### config.mk
export PLATFORM = sky130hd
export DESIGN_NAME = async_frac_tx
export DESIGN_NICKNAME = d
export VERILOG_FILES = /design/src/rtl/atx_pkg.sv /design/src/rtl/atx_parity.sv /design/src/rtl/atx_timer.sv /design/src/rtl/atx_seq.sv /design/src/rtl/async_frac_tx.sv
export SDC_FILE = /design/constraint.sdc
export NUM_CORES = 1
export LEC_CHECK = 0
export BUFFER_PORTS_ARGS = -buffer_cell sky130_fd_sc_hd__clkbuf_2
export CORE_UTILIZATION = 45
export DETAILED_ROUTE_END_ITERATION = 10
export GPL_TIMING_DRIVEN = 0
export MAX_ROUTING_LAYER = met4
export PLACE_DENSITY = 0.63
export SETUP_SLACK_MARGIN = 0.05
export SYNTH_ARGS = -nofsm -noshare
export SYNTH_HDL_FRONTEND = slang
export SYNTH_SLANG_ARGS = --single-unit
export TNS_END_PERCENT = 5
### constraint.sdc
create_clock -name clk_i -period 4.7 [get_ports clk_i]
set_input_delay 0 -clock clk_i [delete_from_list [all_inputs] [get_ports clk_i]]
set_output_delay 0 -clock clk_i [all_outputs]
set_load 0.03 [all_outputs]
### src/rtl/atx_pkg.sv
package atx_pkg;
  typedef enum logic [2:0] {
    ST_IDLE  = 3'd0,
    ST_START = 3'd1,
    ST_DATA  = 3'd2,
    ST_PAR   = 3'd3,
    ST_STOP  = 3'd4,
    ST_BRK   = 3'd5
  } atx_state_e;

  localparam logic [2:0] PAR_ODD   = 3'd1;
  localparam logic [2:0] PAR_EVEN  = 3'd2;
  localparam logic [2:0] PAR_MARK  = 3'd3;
  localparam logic [2:0] PAR_SPACE = 3'd4;

  // ticks per bit = 16 << shift
  function automatic logic [1:0] factor_shift(input logic [1:0] code);
    case (code)
      2'd0:    return 2'd0;
      2'd1:    return 2'd1;
      default: return 2'd2;
    endcase
  endfunction
endpackage

### src/rtl/atx_parity.sv
module atx_parity #(
  parameter int MAX_BITS = 8,
  parameter int LEN_W    = $clog2(MAX_BITS)
) (
  input  logic [MAX_BITS-1:0] data_i,
  input  logic [LEN_W-1:0]    len_m1_i,
  input  logic [2:0]          mode_i,
  output logic                par_en_o,
  output logic                par_bit_o
);
  logic [MAX_BITS-1:0] masked;
  logic                ones_odd;

  for (genvar i = 0; i < MAX_BITS; i++) begin : g_mask
    assign masked[i] = data_i[i] & (len_m1_i >= LEN_W'(i));
  end

  assign ones_odd = ^masked;

  always_comb begin
    par_en_o  = 1'b1;
    par_bit_o = 1'b0;
    case (mode_i)
      atx_pkg::PAR_ODD:   par_bit_o = ~ones_odd;
      atx_pkg::PAR_EVEN:  par_bit_o = ones_odd;
      atx_pkg::PAR_MARK:  par_bit_o = 1'b1;
      atx_pkg::PAR_SPACE: par_bit_o = 1'b0;
      default:            par_en_o  = 1'b0;
    endcase
  end
endmodule

### src/rtl/atx_timer.sv
module atx_timer #(
  parameter int CNT_W = 8
) (
  input  logic             clk_i,
  input  logic             rst_ni,
  input  logic             run_i,
  input  logic             tick_i,
  input  logic [CNT_W-1:0] limit_i,
  output logic             done_o
);
  logic [CNT_W-1:0] cnt_q;

  assign done_o = run_i && tick_i && (cnt_q == limit_i - CNT_W'(1));

  always_ff @(posedge clk_i or negedge rst_ni) begin
    if (!rst_ni)      cnt_q <= '0;
    else if (!run_i)  cnt_q <= '0;
    else if (tick_i)  cnt_q <= done_o ? '0 : cnt_q + CNT_W'(1);
  end
endmodule

### src/rtl/atx_seq.sv
module atx_seq
  import atx_pkg::*;
#(
  parameter int MAX_BITS = 8,
  parameter int LEN_W    = $clog2(MAX_BITS),
  parameter int STOP_W   = 5,
  parameter int CNT_W    = 8
) (
  input  logic                clk_i,
  input  logic                rst_ni,
  input  logic                valid_i,
  input  logic [MAX_BITS-1:0] data_i,
  input  logic [LEN_W-1:0]    len_m1_i,
  input  logic [STOP_W-1:0]   stop_i,
  input  logic [1:0]          factor_i,
  input  logic                par_en_i,
  input  logic                par_bit_i,
  input  logic                brk_i,
  input  logic                seg_done_i,
  output logic                ready_o,
  output logic                busy_o,
  output logic                tx_o,
  output logic                run_o,
  output logic [CNT_W-1:0]    limit_o,
  output atx_state_e          state_o
);
  atx_state_e          state_q;
  logic [MAX_BITS-1:0] sh_q;
  logic [LEN_W-1:0]    len_q, bit_q;
  logic [STOP_W-1:0]   stop_q;
  logic [1:0]          fsh_q;
  logic                pen_q, pbit_q;
  logic [CNT_W-1:0]    bit_ticks, stop_ticks;

  assign bit_ticks  = CNT_W'(16) << fsh_q;
  assign stop_ticks = (CNT_W'(stop_q) + CNT_W'(1)) << fsh_q;
  assign limit_o    = (state_q == ST_STOP) ? stop_ticks : bit_ticks;

  assign run_o   = (state_q != ST_IDLE) && (state_q != ST_BRK);
  assign busy_o  = (state_q != ST_IDLE);
  assign ready_o = (state_q == ST_IDLE) && !brk_i;
  assign state_o = state_q;

  always_comb begin
    case (state_q)
      ST_START, ST_BRK: tx_o = 1'b0;
      ST_DATA:          tx_o = sh_q[0];
      ST_PAR:           tx_o = pbit_q;
      default:          tx_o = 1'b1;
    endcase
  end

  always_ff @(posedge clk_i or negedge rst_ni) begin
    if (!rst_ni) begin
      state_q <= ST_IDLE;
      sh_q    <= '0;
      len_q   <= '0;
      bit_q   <= '0;
      stop_q  <= '0;
      fsh_q   <= '0;
      pen_q   <= 1'b0;
      pbit_q  <= 1'b0;
    end else begin
      case (state_q)
        ST_IDLE: begin
          if (brk_i) begin
            state_q <= ST_BRK;
          end else if (valid_i) begin
            state_q <= ST_START;
            sh_q    <= data_i;
            len_q   <= len_m1_i;
            stop_q  <= stop_i;
            fsh_q   <= factor_shift(factor_i);
            pen_q   <= par_en_i;
            pbit_q  <= par_bit_i;
          end
        end
        ST_START: begin
          if (seg_done_i) begin
            state_q <= ST_DATA;
            bit_q   <= '0;
          end
        end
        ST_DATA: begin
          if (seg_done_i) begin
            sh_q <= sh_q >> 1;
            if (bit_q == len_q) state_q <= pen_q ? ST_PAR : ST_STOP;
            else                bit_q   <= bit_q + LEN_W'(1);
          end
        end
        ST_PAR: begin
          if (seg_done_i) state_q <= ST_STOP;
        end
        ST_STOP: begin
          // break waits for the character boundary
          if (seg_done_i) state_q <= brk_i ? ST_BRK : ST_IDLE;
        end
        ST_BRK: begin
          if (!brk_i) state_q <= ST_IDLE;
        end
        default: state_q <= ST_IDLE;
      endcase
    end
  end
endmodule

### src/rtl/async_frac_tx.sv
module async_frac_tx #(
  parameter int MAX_BITS  = 8,
  parameter int STOP_W    = 5,
  parameter int MAX_SHIFT = 2,
  localparam int LEN_W    = $clog2(MAX_BITS),
  localparam int CNT_W    = $clog2((2**STOP_W) * (2**MAX_SHIFT) + 1)
) (
  input  logic                clk_i,
  input  logic                rst_ni,
  input  logic                tick_i,
  input  logic                valid_i,
  output logic                ready_o,
  input  logic [MAX_BITS-1:0] data_i,
  input  logic [LEN_W-1:0]    char_len_i,
  input  logic [2:0]          parity_i,
  input  logic [STOP_W-1:0]   stop_i,
  input  logic [1:0]          factor_i,
  input  logic                brk_i,
  output logic                tx_o,
  output logic                busy_o
);
  logic                 par_en, par_bit, seg_done, run;
  logic [CNT_W-1:0]     limit;
  atx_pkg::atx_state_e  state;

  atx_parity #(.MAX_BITS(MAX_BITS), .LEN_W(LEN_W)) i_parity (
    .data_i    (data_i),
    .len_m1_i  (char_len_i),
    .mode_i    (parity_i),
    .par_en_o  (par_en),
    .par_bit_o (par_bit)
  );

  atx_timer #(.CNT_W(CNT_W)) i_timer (
    .clk_i   (clk_i),
    .rst_ni  (rst_ni),
    .run_i   (run),
    .tick_i  (tick_i),
    .limit_i (limit),
    .done_o  (seg_done)
  );

  atx_seq #(
    .MAX_BITS (MAX_BITS),
    .LEN_W    (LEN_W),
    .STOP_W   (STOP_W),
    .CNT_W    (CNT_W)
  ) i_seq (
    .clk_i      (clk_i),
    .rst_ni     (rst_ni),
    .valid_i    (valid_i),
    .data_i     (data_i),
    .len_m1_i   (char_len_i),
    .stop_i     (stop_i),
    .factor_i   (factor_i),
    .par_en_i   (par_en),
    .par_bit_i  (par_bit),
    .brk_i      (brk_i),
    .seg_done_i (seg_done),
    .ready_o    (ready_o),
    .busy_o     (busy_o),
    .tx_o       (tx_o),
    .run_o      (run),
    .limit_o    (limit),
    .state_o    (state)
  );
endmodule

# Yosys cells after proc, flatten, opt, wreduce, memory -nomap -nowiden
# Cells that the tools add are included.
[classes]
addsub = 4
reduce_logical = 17
n_mux = 27
shifts = 2
multipliers = 0
n_bitwise = 10
eq_ne = 24
n_lt_le_gt_ge = 8
div_mod_pow = 0
[ops]
columns = ["cell", "n"]
rows = [
  ["8-bit 2-to-1 mux", 7],
  ["3-bit 2-to-1 mux", 13],
  ["2-bit inequality test (second input constant)", 9],
  ["3-bit case mux with 6 select lines", 1],
  ["8-bit case mux with 2 select lines", 1],
  ["3-bit by 2-bit == test with 1-bit output (second input constant)", 4],
  ["3-bit >= comparator (second input constant)", 4],
  ["3-bit == test (second input constant)", 3],
  ["8-bit by 1-bit adder with 8-bit output (second input constant)", 1],
  ["1-bit AND", 8],
  ["8-bit == test", 1],
  ["4-bit AND reduction", 2],
  ["8-bit XOR reduction", 1],
  ["5-bit by 2-bit << shifter with 8-bit output (first input constant)", 1],
  ["8-bit by 2-bit << shifter with 8-bit output", 1],
  ["8-bit by 1-bit subtractor with 8-bit output (second input constant)", 1],
  ["7-bit AND reduction", 1],
  ["5-bit by 1-bit adder with 6-bit output (second input constant)", 1],
  ["3-bit by 1-bit == test with 1-bit output (second input constant)", 2],
  ["3-bit by 1-bit >= comparator with 1-bit output (second input constant)", 2],
  ["3-bit by 2-bit >= comparator with 1-bit output (second input constant)", 2],
  ["3-bit inequality test (second input constant)", 2],
  ["1-bit case mux with 3 select lines", 2],
  ["3-bit case mux with 2 select lines", 1],
  ["16 further kinds", 21],
]
[totals]
word_cells = 101
latchBits = 0
memories = 0
rom_bits = 0
output_inout_bits = 3
regBits = 34
mem_bits_rw = 0

# Logic depth before layout (Yosys ltp)
# Gate-level depths: netlist of run 1.
[logic_depth]
ltp_word = 9
depth_mapped = 15
ltp_nobuf = 14

# Modules after synthesis
# A second synthesis of run 1 with hierarchy kept.
[hier_totals]
cells_unflattened = 276
hier_area_um2 = 2642.5
[by_module_without_submodules]
columns = ["module", "area_per_inst_um2", "seq_area_each_um2", "cells_per_inst", "instances"]
rows = [
  ["atx_seq", 1667.8, 650.6, 162, 1],
  ["atx_timer", 753.2, 200.2, 85, 1],
  ["atx_parity", 221.5, 0.0, 29, 1],
]

# Worst setup path before layout of run 1
# No wires, ideal clock.
[synth_timing]
path_kind = "reg-to-reg"
from = "register i_seq.stop_q[0]"
to = "register i_seq.sh_q[0]"
setup_ps = 128
synth_period_minus_slack_ps = 3459
arrival_time_ps = 3332
setup_slack_ps = 1241
n_path_buf = 0
required_ps = 4572
stages_incl_launch_ff = 15
cell_sequence = "dfrtp_1 > ha_1 > nor2b_1 > a21oi_1 > or3_1 > ha_1 > inv_1 > a2111oi_0 > a32o_1 > xnor2_1 > xnor2_1 > a2111o_1 > nor3_4 > a31oi_4 > mux2_1"
[synth_between]
elab_chain_cells = 8
[synth_rtl]
columns = ["item", "line", "text"]
rows = [
  ["start, declared", "atx_seq.sv:30", "logic [STOP_W-1:0] stop_q;"],
  ["start signal, assigned", "atx_seq.sv:72", "stop_q <= stop_i;"],
  ["5-bit by 1-bit adder with 6-bit output", "atx_seq.sv:36", "assign stop_ticks = (CNT_W'(stop_q) + CNT_W'(1)) << fsh_q;"],
  ["8-bit by 2-bit << shifter with 8-bit output", "atx_seq.sv:36", ""],
  ["8-bit 2-to-1 mux", "atx_seq.sv:37", "assign limit_o = (state_q == ST_STOP) ? stop_ticks : bit_ticks;"],
  ["8-bit by 1-bit subtractor with 8-bit output", "atx_timer.sv:13", "assign done_o = run_i && tick_i && (cnt_q == limit_i - CNT_W'(1));"],
  ["8-bit == test", "atx_timer.sv:13", ""],
  ["1-bit logical AND", "atx_timer.sv:13", ""],
  ["2-bit inequality test (no source line)", "--", ""],
  ["4-bit AND reduction (no source line)", "--", ""],
  ["end signal, assigned", "atx_seq.sv:70", "sh_q <= data_i;"],
  ["end signal, assigned", "atx_seq.sv:86", "sh_q <= sh_q >> 1;"],
  ["end, declared", "atx_seq.sv:28", "logic [MAX_BITS-1:0] sh_q;"],
]
# No other way between the ends.
# A chain may end at the register's enable or synchronous reset.

# Worst setup path in the final report of run 1
[layout_timing]
from = "register i_seq.fsh_q[1]"
to = "register i_seq.sh_q[6]"
[layout_between]
elab_chain_cells = 7
[layout_rtl]
columns = ["item", "line", "text"]
rows = [
  ["start, declared", "atx_seq.sv:31", "logic [1:0] fsh_q;"],
  ["start signal, assigned", "atx_seq.sv:73", "fsh_q <= factor_shift(factor_i);"],
  ["5-bit by 2-bit << shifter with 8-bit output / 8-bit by 2-bit << shifter with 8-bit output (equally long branches)", "atx_seq.sv:35, atx_seq.sv:36", ""],
  ["8-bit 2-to-1 mux *", "atx_seq.sv:37", ""],
  ["8-bit by 1-bit subtractor with 8-bit output *", "atx_timer.sv:13", ""],
  ["8-bit == test *", "atx_timer.sv:13", ""],
  ["1-bit logical AND *", "atx_timer.sv:13", ""],
  ["2-bit inequality test (no source line) *", "--", ""],
  ["4-bit AND reduction (no source line) *", "--", ""],
]
# Every way passes the cells marked *; elsewhere a longest branch is shown, timed or not.

==> results.md, run 1 <==
- Status: finished, final reports clean
- Multi-input gate area: approximately 0.0017 sq mm
- Remaining DRCs: 0
- Setup Skew: 0.01004 ns
- Cell Int Power: just under 1000 uW
- Tcrit/Tclk final: 83.02%
- Count of input and output buffers: 27
- Register Area: approximately 850 sq um
- Max Cap Viol: 0
- Power per standard cell area: roughly 600 mW/mm^2
- Core Util, Final: 54.98%
- Sink Count: 34
- Vias per inst: 5.814
- Synth area leaders: dfrtp_1 (32%), mux2_2 (7.6%), xnor2_1 (4.3%), nand2_1 (3.2%), nand3_1 (3.0%)
- Final hold violation count: 0
- Top FF cell, synth: dfrtp_1
- Die area: 0.006251 sq mm
- Max Slew Vio Count: 0
- Clock slew at reported path FFs: around 0.080 ns
- Clock root cell: clkbuf_8
- Pin count of the biggest net entering global routing: 35
- DR pass1 iterations: 4
- Wirelength per Cell: between 10 and 15 um
- Share of layout cells above drive strength 1: between 20% and 30%
- Total gr overflow: 0
- Synth-to-Final Area Change: 15.36%
- Post-synth top area share: 31.84%
- First-pass GRT wire length: ~11000 um
- Seq pwr share: between 20% and 30%
- Fill count: approximately 530
- Final min period: 3.902 ns
- Initial antenna violation count: 0
- Peak supply drop: 0.0003364 V
- Core area: 0.005608 sq mm
- DP Wirelength: 4515 um
- Dpl ws: roughly 0.84 ns
- Seq/Total Area, Yosys: 31.84%
- Synth Register Bits: 34
- Worst skew pair latency: just under 0.3 ns
- Final GP Congestion: slightly below 0.9
- Distinct cells, synth: between 60 and 70
- Vias: between 2000 and 2500
- Synthesis Warnings: 0
- Net Sw Power: 859.2 uW
- Setup violators final: 0
- Mapped cell area: ~0.0027 sq mm
- Type of the most critical hold path: input pin to flip-flop
- Worst Path Arrival: ~4.1 ns
- Total Wirelength: slightly above 6000 um
- Clock Path Buffers: 2
- Critical Path End Type: flip-flop
- Syn Inst Count: 298
- Post-synth EDFFs: 0
- Net Count, Synth: around 330
- Final WS setup: 0.7982 ns
- Fraction of registers with async set/reset: 100.0%
- Syn avg cell area: 8.968 sq um
- NumNets Final: between 300 and 400
- Clock power share: 12.6%
- DIE WIDTH: 79.07 um
- H-Tree Level Count: 2
- Post-cts gate resize count: 0
- Actual slew at the worst max-slew pin: 0.8826 ns
- Rel. slew slack: between 40% and 50%
- Switching Share: 46.53%
- Combinational share of power: 61.0%
- Initial DRC Count: about 150
- Worst EP required: 4.87 ns
- Synth area leader: dfrtp_1
- Max Fclk: 256.3 MHz
- Initial core utilization: between 40 and 50%
- Cts bufs inserted: 5
- Standard-cell row count: 27
- Setup TNS: 0 ns
- Max Fanout on Critical Path: 10
- Final ANT Viol Nets: 0
- Vias in the first global route: 2353
- Die H: 79.07 um
- Critical Path Start Type: flip-flop
- Total track usage: between 20% and 30%
- IO Count: 29
- N_diodes: 0
- CTS tree: done
- Leak: 0.001287 uW
- Kind of critical path: flip-flop to flip-flop
- RSZ-0062 raised after global routing: false
[flip-flops by register name (all words and copies together), names as in the netlist]
signal         cells
i_seq.len_q        3
i_seq.pbit_q       1
i_seq.state_o      3
i_timer.cnt_q      8
i_seq.pen_q        1
i_seq.sh_q         8
i_seq.stop_q       5
i_seq.bit_q        3
i_seq.fsh_q        2
[logic make-up after synthesis]
| group | share of synthesized area, % |
|---|---|
| simple gates | 21.30 |
| compound gates | 24.35 |
| flops | 31.84 |
| buf+inv | 4.494 |
| mux | 9.597 |
| xor+xnor | 6.554 |
| fa+ha+maj | 1.873 |
[cells in the mapped netlist, types with 2 or more instances]
library cell   n
a2111oi_0      2
a211o_1        3
a211oi_1       2
a21o_1         4
a21oi_1       11
a22oi_1        3
a31oi_1        4
a32o_1         4
and2_1         3
and3_1         3
buf_2          3
buf_4          2
clkbuf_1      11
clkinv_1       2
dfrtp_1       34
ha_1           4
inv_1         10
mux2_1         3
mux2_2        18
mux2i_1        2
nand2_1       23
nand3_1       16
nand3b_1       2
nand4_1        5
nor2_1        18
nor2b_1        5
nor3_1         7
nor3b_1        5
nor4_1         2
o211ai_1       7
o21a_1         5
o21ai_0       15
o21ai_1        2
o22ai_1        5
o31a_1         2
or3_1          4
xnor2_1       13
xor2_1         7
[worst paths after layout]
path | from | to | slack [ns] | cells after the start
setup / recovery | i_seq.fsh_q[1]$_DFFE_PN0P_ | i_seq.sh_q[6]$_DFFE_PN0P_ | 0.80 | 13
hold / removal | parity_i[0] | i_seq.pbit_q$_DFFE_PN0P_ | 0.05 | 3
setup reg to reg | i_seq.fsh_q[1]$_DFFE_PN0P_ | i_seq.sh_q[6]$_DFFE_PN0P_ | 0.80 | 13
hold reg to reg | i_seq.sh_q[7]$_DFFE_PN0P_ | i_seq.sh_q[7]$_DFFE_PN0P_ | 0.48 | 1
max in group asynchronous | rst_ni | i_timer.cnt_q[5]$_DFFE_PN0P_ | 3.78 | 2
min in group asynchronous | rst_ni | i_seq.stop_q[2]$_DFFE_PN0P_ | 0.36 | 2
[cell type report]
class | count | area share, %
clock inverters | 2 | 0.4058
repair buffers | 36 | 7.305
inverters | 12 | 1.461
flip-flops and latches | 34 | 27.60
multi-input cells | 235 | 55.19
plain buffers | 17 | 2.435
well taps | 72 | 2.922
clock buffers | 6 | 2.679
[timing repair]
action,4_1_cts,5_1_grt
setup buffers,0,0
hold endpoints to repair,42,0
hold buffers,9,0
[cell usage in the layout (no fill, tap or decap), types with 3 or more instances in the layout]
| master | n |
|---|---|
| or3_1 | 4 |
| a21oi_1 | 11 |
| mux2_1 | 3 |
| o22ai_1 | 5 |
| nor3_1 | 7 |
| a22oi_1 | 3 |
| clkbuf_1 | 11 |
| nor2_1 | 18 |
| o211ai_1 | 7 |
| o21a_1 | 5 |
| and3_1 | 3 |
| dlygate4sd3_1 | 9 |
| inv_1 | 10 |
| a21o_1 | 4 |
| nor3b_1 | 5 |
| dfrtp_1 | 34 |
| mux2_2 | 18 |
| xor2_1 | 7 |
| a32o_1 | 4 |
| nand4_1 | 5 |
| clkbuf_8 | 6 |
| a31oi_1 | 4 |
| o21ai_0 | 15 |
| ha_1 | 4 |
| xnor2_1 | 13 |
| nand2_1 | 23 |
| nand3_1 | 16 |
| buf_2 | 3 |
| a211o_1 | 3 |
| clkbuf_2 | 27 |
| and2_1 | 3 |
| nor2b_1 | 5 |
[critical path, stage by stage, from the launching register on]
cell	delay, ns
dfrtp_1	0.38
clkbuf_1	0.35
clkbuf_1	0.44
or3_1	0.19
ha_1	0.20
inv_1	0.05
a2111oi_0	0.28
a32o_1	0.29
xnor2_1	0.15
xnor2_1	0.08
a2111o_1	0.38
nor3_4	0.38
a31oi_4	0.23
mux2_1	0.36
[layer usage]
layer  part of all wire, %  wire length (um)  track usage [%]  vias up
met3                   3.0               186            3.103        9
li1                      -                 -                -     1205
met2                    50              3057            37.59       56
met4                   1.3                82            7.636        0
met1                    46              2832            27.93     1137
met5                     0                 0                -        -
[metrics by stage]
| step | hold WS (ns) | instances | total power [uW] | area, sq um |
|---|---|---|---|---|
| after CTS | 0.04118 | 414 | 1852 | 3083 |
| after global routing | 0.07492 | 414 | 1999 | 3083 |
| after global placement | 0.1610 | 397 | 1574 | 2898 |
| after detailed placement | 0.1723 | 397 | 1600 | 2898 |
| after floorplan | -0.2956 | 298 | 1367 | 2673 |
| final | 0.04587 | 414 | 1846 | 3083 |
[power groups by stage]
stage / registers [uW] / clock network (uW) / logic, uW
2_1_floorplan: 465 / 0 / 901
3_3_place_gp: 489 / 0 / 1090
3_5_place_dp: 492 / 0 / 1110
4_1_cts: 487 / 241 / 1130
5_1_grt: 502 / 251 / 1250
6_report: 487 / 232 / 1130
Power figures use the tool's default switching activity.
==> run 2, diff against run 1 <==
- ABC_AREA: not set -> 1
- clock period: 4.7 -> 3.9 ns (I/O delays scaled with it)
==> run 2 against run 1 <==
Cell count rose by 17%. Clock power grew 18%. Total power rose by 16%. Non-clock buffer count is 3 lower. Routed wire length fell by 1.0%. Critical path type unchanged. Largest power group unchanged.
==> results.md, run 2 <==
- Status: finished, final reports clean
- Leak: 0.001515 uW (+18%)
- Clock slew at reported path FFs: 0.07 ns (about the same)
- Worst skew pair latency: 0.29 ns (about the same)
- Initial antenna violation count: 0 (unchanged)
- Synth Area in XOR/XNOR: 4.732% (-1.8 points)
- CTS tree: done
- Worst Path Arrival: 3.00 ns (-1.07 ns)
- Kind of critical path: flip-flop to flip-flop
- Final min period: 2.821 ns (-1.081 ns)
- Setup Skew: 0.006766 ns (-0.003279 ns)
- Rel. slew slack: 42.13% (+0.97 points)
- Setup TNS: 0 ns (unchanged)
- Pin count of the biggest net entering global routing: 35 (unchanged)
- Post-synth top area share: 32.83% (+1.0 points)
- Max Fanout on Critical Path: 10 (unchanged)
- Top-count cell post-synth: nand2_1
- Final hold violation count: 0 (unchanged)
- Reg-to-reg endpoint: i_seq.sh_q[6]$_DFFE_PN0P_
- Reg2Reg Launch Point: i_seq.state_o[0]$_DFFE_PN0P_
- DIE WIDTH: 77.89 um (-1.5%)
- Commonest non-fill, non-tap cells in the layout: nand2_1 (112), nand3_1 (42), dfrtp_1 (34)
- NumNets Final: 442 (+19%)
- Post-CTS setup repair buffer count: 0 (unchanged)
- Max Cap Viol: 0 (unchanged)
- Synth cell count leaders: nand2_1 (112), nand3_1 (42), dfrtp_1 (34)
- Vias: 2573 (+6.9%)
- Total gr overflow: 0 (unchanged)
- Power per standard cell area: 706.3 mW/mm^2 (+18%)
- Main combinational cell family by area after synthesis: simple AND/OR/NAND/NOR gates
- Final ANT Viol Nets: 0 (unchanged)
- Wirelength per Cell: 12.57 um (-16%)
- Syn avg cell area: 7.080 sq um (-21%)
- N_diodes: 0 (unchanged)
- Max Fclk: 354.5 MHz (+38%)
- Synth-to-Final Area Change: 16.66%
- Tcrit/Tclk final: 72.33% (-11 points)
- Worst path max stage delay: 0.45 ns (about the same)
- Count of input and output buffers: 28 (+3.7%)
- H-Tree Level Count: 2 (unchanged)
- Total track usage: 22.89% (+0.40 points)
- Synth area leader: dfrtp_1
- Total Wirelength: 6095 um (-1.0%)
- Distinct cells, synth: 36 (-45%)
- Final GP Congestion: 0.8784 (-1.2%)
- WHS: 0.001384 ns (-0.04449 ns)
- Syn Inst Count: 366 (+23%)
- First-pass GRT wire length: 10600 um (-1.1%)
- Share of layout cells above drive strength 1: 18.89% (-1.3 points)
- Worst Setup EP: i_seq.sh_q[6]$_DFFE_PN0P_
- Setup crit start: i_seq.state_o[0]$_DFFE_PN0P_
- RSZ-0062 raised after global routing: false
- Worst EP required: 4.07 ns (-0.80 ns)
- Initial core utilization: 46.77% (-0.89 points)
- Clock Path Buffers: 2 (unchanged)
- Regs by FF count: i_seq.sh_q (8), i_timer.cnt_q (8), i_seq.stop_q (5)
- Critical path's slowest cell: dfrtp_1
- Clock root cell: clkbuf_8
- Initial DRC Count: 101 (-34%)
- Synth area leaders: dfrtp_1 (33%), nand2_1 (16%), nand3_1 (8.1%), inv_1 (4.5%), xor2_1 (3.7%)
- Standard-cell row count: 27 (unchanged)
- Synth Register Bits: 34 (unchanged)
- Top FF cell, synth: dfrtp_1
- Core Util, Final: 54.56% (-0.41 points)
- Simple-gate share of the synthesized area: 38.29% (+17 points)
- Actual slew at the worst max-slew pin: 0.8681 ns (-0.01455 ns)
- Vias per inst: 5.305 (-8.8%)
- Fraction of registers with async set/reset: 100.0% (unchanged)
- Die H: 77.89 um (-1.5%)
- DR pass1 iterations: 4 (unchanged)
- Peak supply drop: 0.0003506 V (+4.2%)
- DP Wirelength: 4643 um (+2.8%)
- Post-synth EDFFs: 0 (unchanged)
- Cts bufs inserted: 5 (unchanged)
- Fill count: 580 (+9.2%)
- Core area: 0.005540 sq mm (-1.2%)
- Max Slew Vio Count: 0 (unchanged)
- Synthesis Warnings: 0 (unchanged)
- Reg-to-reg slack, setup: 1.08 ns (+0.28 ns)
- Vias in the first global route: 2465 (+4.8%)
- Type of the most critical hold path: input pin to flip-flop
- Commonest non-fill, non-tap cell in the layout: nand2_1
- Setup violators final: 0 (unchanged)
- Adder-Cell Fraction of Synth Area: 1.931% (+0.059 points)
- Mapped cell area: 0.002591 sq mm (-3.0%)
- Sink Count: 34 (unchanged)
- Post-synthesis mux area share: 2.318% (-7.3 points)
- IO Count: 29 (unchanged)
- Critical Path End Type: flip-flop
- Remaining DRCs: 0 (unchanged)
- Critical Path Start Type: flip-flop
- Reg2reg path depth: 15 (+2)
- Die area: 0.006066 sq mm (-3.0%)
- Post-cts gate resize count: 0 (unchanged)
- Post-synthesis compound-gate area fraction: 12.26% (-12 points)
- Net Count, Synth: 396 (+21%)
- Critical-path cell list: nor2_2 > nand2_1 > nor3_2 > nand2_1 > ha_1 > xnor2_1 > nor3_1 > nand3_1 > a21oi_2 > nand4_2 > nand2_2 > nand2_4 > buf_6 > nand2_2 > o21ai_2
- Seq/Total Area, Yosys: 32.83% (+1.0 points)
## run 2: changes by cell type after synthesis, moves of 6 or more
cell | before | now
o211ai_1 | 7 | 1
nand2_1 | 23 | 112
clkbuf_1 | 11 | 3
inv_1 | 10 | 31
mux2_2 | 18 | 0
nand4_1 | 5 | 11
o21ai_2 | 0 | 9
nand3_1 | 16 | 42
xnor2_1 | 13 | 3
## run 2: final cells by class
class	count	area, sq um	share of cell area, %
clock buffers	7	86.33	2.856
repair buffers	39	250.2	8.278
multi-input cells	287	1543	51.03
well taps	72	90.09	2.980
plain buffers	11	70.07	2.318
flip-flops and latches	34	850.8	28.15
inverters	34	127.6	4.222
clock inverters	1	5.005	0.1656
## run 2: stage by stage
step	cells	worst slack [ns]	power, uW	area (sq um)
2_1_floorplan	366	1.394	1585	2591
5_1_grt	485	0.8292	2346	3023
4_1_cts	485	1.066	2153	3023
3_5_place_dp	466	1.081	1858	2821
3_3_place_gp	466	1.106	1835	2821
6_report	485	1.079	2135	3023
## run 2: power breakdown
part | switching [uW] | total [uW] | internal, uW
sequential | 104 | 583 | 478
clock | 130 | 273 | 142
combinational | 832 | 1280 | 448
## run 2: layer usage
metal  global-route usage (%)  vias to the layer above  share of wire, %
met5                        -                        -                 0
met4                    8.113                        0               1.9
met3                    3.176                       11               2.7
met2                    40.88                       42                50
met1                    26.01                     1212                45
li1                         -                     1308                 -
## run 2: worst max-delay path: cells and delay by family (launching register included)
family                     cells  cell delay, ns
AOI/OAI and AO/OA              2            0.20
xor gates and xnor gates       1            0.13
and+or+nand+nor               10            1.46
DFF                            1            0.45
adders and majority gates      1            0.32
buffers and inverters          1            0.17
## run 2: kinds of logic (layout without fill, tap and decap cells)
family / Yosys count / in the layout
simple gates: 213 / 213
compound gates: 50 / 50
buf+inv: 45 / 92
flops: 34 / 34
xor+xnor: 14 / 14
mux: 6 / 6
fa+ha+maj: 4 / 4
## run 2: worst min-delay path by stage
stage / endpoint / depth (start not counted) / startpoint / slack (ns)
floorplan: i_seq.bit_q[0]$_DFFE_PN0P_ / 0 / rst_ni / -0.30
global placement: i_timer.cnt_q[6]$_DFFE_PN0P_ / 1 / rst_ni / 0.16
detailed placement: i_timer.cnt_q[6]$_DFFE_PN0P_ / 1 / rst_ni / 0.16
CTS: i_seq.len_q[2]$_DFFE_PN0P_ / 3 / char_len_i[2] / 0.002
global route: i_seq.len_q[2]$_DFFE_PN0P_ / 3 / char_len_i[2] / 0.02
finish: i_seq.len_q[2]$_DFFE_PN0P_ / 3 / char_len_i[2] / 0.001
## run 2: timing repair
action	CTS	global route
hold endpoints to repair	43	0
setup endpoints to repair	0	0
hold buffers	11	0
